$ cat src/rtl/txring_engine.sv
module txring_engine #(
  parameter int AW      = 64,
  parameter int LW      = 14,
  parameter int ERR_BIT = 23,
  parameter logic [7:0] OFS_BLO  = 8'h20,
  parameter logic [7:0] OFS_BHI  = 8'h24,
  parameter logic [7:0] OFS_POLL = 8'h38,
  parameter logic [7:0] OFS_ISR  = 8'h3E
) (
  input  logic          clk,
  input  logic          rst_n,
  input  logic          cfg_we,
  input  logic [7:0]    cfg_addr,
  input  logic [31:0]   cfg_wdata,
  output logic [15:0]   irq_stat,
  output logic          busy,
  output logic          rd_req,
  output logic [AW-1:0] rd_addr,
  input  logic          rd_valid,
  input  logic [31:0]   rd_data,
  output logic          wr_req,
  output logic [AW-1:0] wr_addr,
  output logic [31:0]   wr_data,
  input  logic          wr_ack,
  output logic          tx_valid,
  output logic [7:0]    tx_data,
  output logic          tx_last,
  input  logic          tx_ready
);
  localparam int HW = AW - 32;
  localparam logic [AW-1:0] STRIDE = AW'(16);

  typedef enum logic [2:0] {S_IDLE, S_DESC, S_BUF, S_SEND, S_WB} state_t;

  state_t        state;
  logic [AW-1:0] base, cur, bptr;
  logic [1:0]    didx;
  logic [31:0]   st;
  logic [31:0]   word;
  logic [LW-1:0] rem;
  logic          ferr, pend;
  logic [15:0]   isr;

  wire poll   = cfg_we && cfg_addr == OFS_POLL && cfg_wdata[6];
  wire wr_blo = cfg_we && cfg_addr == OFS_BLO;
  wire wr_bhi = cfg_we && cfg_addr == OFS_BHI;
  wire [15:0] clr = (cfg_we && cfg_addr == OFS_ISR) ? cfg_wdata[15:0] : 16'h0;

  wire desc_beat = state == S_DESC && rd_valid;
  wire not_owned = desc_beat && didx == 2'd0 && !rd_data[31];
  wire wb_done   = state == S_WB && wr_ack;
  wire seg_last  = st[28];
  wire len_zero  = st[LW-1:0] == '0;
  wire take      = state == S_SEND && tx_ready;

  logic [15:0] setv;
  always_comb begin
    setv = 16'h0;
    setv[7] = not_owned;
    setv[2] = wb_done && seg_last && !ferr;
    setv[3] = wb_done && seg_last && ferr;
  end

  logic [AW-1:0] nbase;
  always_comb begin
    nbase = base;
    if (wr_blo) nbase[31:0] = {cfg_wdata[31:8], 8'h00};
    if (wr_bhi) nbase[AW-1:32] = cfg_wdata[HW-1:0];
  end

  assign busy     = state != S_IDLE;
  assign irq_stat = isr;
  assign rd_req   = state == S_DESC || state == S_BUF;
  assign rd_addr  = (state == S_DESC) ? cur + {{(AW-4){1'b0}}, didx, 2'b00}
                                      : {bptr[AW-1:2], 2'b00};
  assign wr_req   = state == S_WB;
  assign wr_addr  = cur;

  logic [31:0] wb_word;
  always_comb begin
    wb_word = {1'b0, st[30:0]};
    if (seg_last && ferr) wb_word[ERR_BIT] = 1'b1;
  end
  assign wr_data  = wb_word;

  wire [31:0] lane = word >> {bptr[1:0], 3'b000};
  assign tx_valid = state == S_SEND;
  assign tx_data  = lane[7:0];
  assign tx_last  = state == S_SEND && rem == LW'(1) && seg_last;

  always_ff @(posedge clk) begin
    if (!rst_n) begin
      state <= S_IDLE;
      base  <= '0;
      cur   <= '0;
      bptr  <= '0;
      didx  <= '0;
      st    <= '0;
      word  <= '0;
      rem   <= '0;
      ferr  <= 1'b0;
      pend  <= 1'b0;
      isr   <= '0;
    end else begin
      isr <= (isr & ~clr) | setv;
      if (wr_blo || wr_bhi) begin
        base <= nbase;
        if (state == S_IDLE) cur <= nbase;
      end
      if (poll && state != S_IDLE) pend <= 1'b1;

      case (state)
        S_IDLE: if (poll) begin
          state <= S_DESC;
          didx  <= '0;
          pend  <= 1'b0;
        end
        S_DESC: if (rd_valid) begin
          case (didx)
            2'd0: begin
              st <= rd_data;
              if (!rd_data[31]) begin
                if (pend || poll) pend <= 1'b0;
                else              state <= S_IDLE;
              end else didx <= 2'd1;
            end
            2'd1: didx <= 2'd2;
            2'd2: begin
              bptr[31:0] <= rd_data;
              didx <= 2'd3;
            end
            default: begin
              bptr[AW-1:32] <= rd_data[HW-1:0];
              ferr <= (st[29] ? 1'b0 : ferr) | len_zero;
              rem  <= st[LW-1:0];
              state <= len_zero ? S_WB : S_BUF;
            end
          endcase
        end
        S_BUF: if (rd_valid) begin
          word  <= rd_data;
          state <= S_SEND;
        end
        S_SEND: if (take) begin
          bptr <= bptr + AW'(1);
          rem  <= rem - LW'(1);
          if (rem == LW'(1))          state <= S_WB;
          else if (bptr[1:0] == 2'd3) state <= S_BUF;
        end
        S_WB: if (wr_ack) begin
          cur   <= st[30] ? base : cur + STRIDE;
          didx  <= '0;
          state <= S_DESC;
        end
        default: state <= S_IDLE;
      endcase
    end
  end
endmodule

$ cat config.mk
export PLATFORM = sky130hd
export DESIGN_NAME = txring_engine
export DESIGN_NICKNAME = d
export VERILOG_FILES = /design/src/rtl/txring_engine.sv
export SDC_FILE = /design/constraint.sdc
export NUM_CORES = 1
export LEC_CHECK = 0
export CELL_PAD_IN_SITES_DETAIL_PLACEMENT = 2
export CELL_PAD_IN_SITES_GLOBAL_PLACEMENT = 2
export CORE_MARGIN = 1
export CORE_UTILIZATION = 31
export DETAILED_ROUTE_END_ITERATION = 8
export PLACE_DENSITY_LB_ADDON = 0.1
export REMOVE_ABC_BUFFERS = 1
export SLEW_MARGIN = 0
export SYNTH_ARGS = -nofsm -noshare
export SYNTH_HDL_FRONTEND = slang
export SYNTH_SLANG_ARGS = --single-unit
$ cat constraint.sdc
create_clock -name clk -period 2.96 [get_ports clk]
set_input_delay 0.444 -clock clk [delete_from_list [all_inputs] [get_ports clk]]
set_output_delay 0.444 -clock clk [all_outputs]
set_load 0.01 [all_outputs]
==> summary.md <==
| Metric | Value |
|---|---|
| Status | complete, but fails checks |
| Failing checks | negative setup slack |
| Die X | 238 um |
| H-tree level count | 2 |
| Max clock buf depth | 3 |
| CP Data Required Time | roughly 2.5 ns |
| Netlist Area Pre-Place | around 0.017 mm^2 |
| Crit Path Max Fanout | 3 |
| Share of the yosys chip area belonging to registers | 0.339 |
| Area leader, netlist | dfxtp_1 |
| Most common cell in the netlist | nand2_1 |
| CP startpoint kind | flop |
| Final #Nets | 2888 |
| Critical path class | reg -> out |
| Most frequent CP cell | or4_4 |
| Clk_skew | between 0.015 and 0.02 ns |
| WHS | between 0.4 and 0.5 ns |
| Vias in the first global route | 22200 |
| Area share of the largest cell type after synthesis | 0.339 |
| Largest net degree at the start of global routing | 94 |
| Clock transition at path regs | 0.06 ns |
| Worst setup margin | -0.449 ns |
| Routed WL | 106000 um |
| Ys flop type | dfxtp_1 |
| Fin cells | 3575 |
| Starting Density | 0.313 |
| Total core area | 0.0550 mm^2 |
| Port bufs | 265 |
| Fin crit share | 1.15 |
| Num CTS Buffers | 40 |
| # rows | 86 |
| Worst-Margin Slew | around 0.9 ns |
| HP Class | in -> reg |
| Layout cells sized above 1 | 0.246 |
| Pwr Density | 445 mW/mm^2 |
| First-pass GRT wire length | 148000 um |
| Syn avg cell area | 7.33 um^2 |
| Leakage | 0.00936 uW |
| Slowest CP cell | or4_4 |
| Clk Latency, worst-skew pair | 0.58 ns |
| First DRT Iteration DRCs | 1491 |
| Min Tclk post-route | approximately 3.4 ns |
| Post-synth EDFFs | 0 |
| Max-slew headroom | 0.400 |
| Worst setup EP type | primary output |
| Antenna viol nets, final | 0 |
| Worst path bufs/invs | 1 |
| Async set or reset register ratio after synthesis | 0 |
| Dominant cells by area after synthesis | dfxtp_1 (34%), nand2_1 (9.6%), a21oi_1 (6.0%) |
| Clock sinks | about 290 |
| Max Transition Viols Final | 0 |
| CTS tree | yes |
| Residual DRC | 0 |
| Full die area | 0.0565 mm^2 |
| Max rail drop VDD | around 330 uV |
| Gpl congestion | 0.913 |
| Worst EP arrival | 2.97 ns |
| Placed insts | 3424 |
| Setup TNS | -14.65 ns |
| Vias post-DR | approximately 21000 |
| Yosys warns | 0 |
| Final hold violations | 0 |
| RSZ-0062 raised after global routing | yes |
| Die height | 238 um |
| F_max | roughly 290 MHz |
| Leading cell types by count after synthesis | nand2_1 (441), dfxtp_1 (292), a21oi_1 (208), nor2_1 (189), clkbuf_1 (171) |
| Boundary Pins | 267 |
| Total Routing Usage GR | 0.348 |
| Area growth syn-to-layout | 47.0% |
| Critical Path Max Stage Delay | 0.46 ns |
| Final setup viols | 53 |
| Cell chosen for the clock root | clkbuf_16 |
| Vias per cell | 5.91 |
| Detailed Routing Iterations Pass 1 | 5 |
| Overall Power | 11300 uW |
| Largest delay share family, worst path | simple AND/OR/NAND/NOR gates |
| Crit path cell chain | ha_4 -> a21oi_4 -> or3_4 -> or4_4 -> or4_4 -> xor2_2 -> o21ai_2 -> buf_2 |
| DR WL/cell | ~30 um |
| Unique masters post-synth | 88 |
| Initial antenna violation count | 2 |
| Grt ovf | 0 |
| MaxCap Viol Count | 0 |
| Post-DP HPWL | 70400 um |
| Yosys reg bits | between 200 and 300 |
| Cells after Synth | 2349 |
worst paths after layout:
check                    from          end  slack (ns)  cells after the start
setup / recovery      didx[1]  rd_addr[41]       -0.45                      8
hold / removal          rst_n  irq_stat[0]        0.41                      4
setup reg to reg   wr_addr[6]  wr_addr[60]        0.13                     14
hold reg to reg   irq_stat[1]  irq_stat[1]        0.43                      2
what timing repair did:
| item | 4_1_cts | 5_1_grt |
|---|---|---|
| buffers inserted | 58 | 33 |
| gates cloned | 2 | 1 |
| setup endpoints to repair | 63 | 63 |
| hold buffers | 0 | 0 |
| gates resized for setup | 447 | 113 |
| pin swaps | 77 | 82 |
metrics by stage:
| step | setup WS (ns) | util | instance area (um^2) |
|---|---|---|---|
| floorplan | -2.63 | - | 16200 |
| global placement | -0.291 | 0.404 | 22200 |
| detailed placement | -0.330 | 0.404 | 22200 |
| CTS | -0.457 | 0.450 | 24800 |
| global route | -0.518 | 0.461 | 25300 |
| finish | -0.449 | 0.461 | 25300 |
per-layer routing:
layer,vias to the layer above,part of all wire,GRT usage
li1,9190,-,-
met1,10800,0.40,0.427
met2,853,0.49,0.601
met3,273,0.056,0.0422
met4,2,0.056,0.171
met5,-,0.00012,0
worst register-to-register path, delay by kind of cell (launching register included):
kind,cells,cell delay (ns)
buffers and inverters,8,1.08
AOI/OAI and AO/OA,1,0.25
xor gates and xnor gates,1,0.13
DFF,1,0.36
and+or+nand+nor,4,0.94
layout make-up:
class / count / area, um^2
Antenna cell: 1 / 2.50
Inverter: 30 / 118
Tap cell: 748 / 936
Clock inverter: 11 / 160
Clock buffer: 58 / 1180
Sequential cell: 292 / 5920
Multi-Input combinational cell: 1802 / 11300
Timing Repair Buffer: 633 / 5720
Fill cell: 6146 / 29700
flip-flops by register name, indices dropped and copies added, names as in the netlist, 2 cells and up:
name	cells
base	64
bptr	64
didx	2
irq_stat	16
rem	14
st	31
state	3
word	32
wr_addr	64
layout by cell type, fill, tap and decap left out, types with 19 or more instances in the layout:
cell	instances
nand3_1	70
nand2_1	429
a22o_1	20
buf_4	298
nor2_1	163
inv_1	28
a211oi_1	19
o21ai_1	47
clkbuf_16	42
a31oi_1	19
nand4_1	57
o21ai_2	19
xnor2_1	62
buf_2	37
xor2_1	35
nor4_1	22
nor3_1	40
dfxtp_1	252
a21oi_1	205
and3_1	34
clkdlybuf4s50_1	204
dfxtp_2	32
mux2i_1	52
buf_6	58
o21ai_0	139
cell families (layout without fill, tap and decap cells):
family          after synthesis  in the layout  share of synthesized area
compound gates              610            610                      0.212
xor+xnor                    118            118                     0.0600
fa+ha+maj                    11             11                    0.00842
buf+inv                     255            732                     0.0639
flops                       292            292                      0.339
mux                          62             62                     0.0420
other cells                   1              2                   0.000218
simple gates               1000           1000                      0.274
power breakdown:
group	switching, uW	internal (uW)	leakage, uW	total (uW)
sequential	102	4010	0.00237	4120
clock	2060	3100	0.000656	5160
combinational	1290	712	0.00633	2000
total	3450	7830	0.00936	11300
No activity file was read; power rests on OpenSTA's default activity.
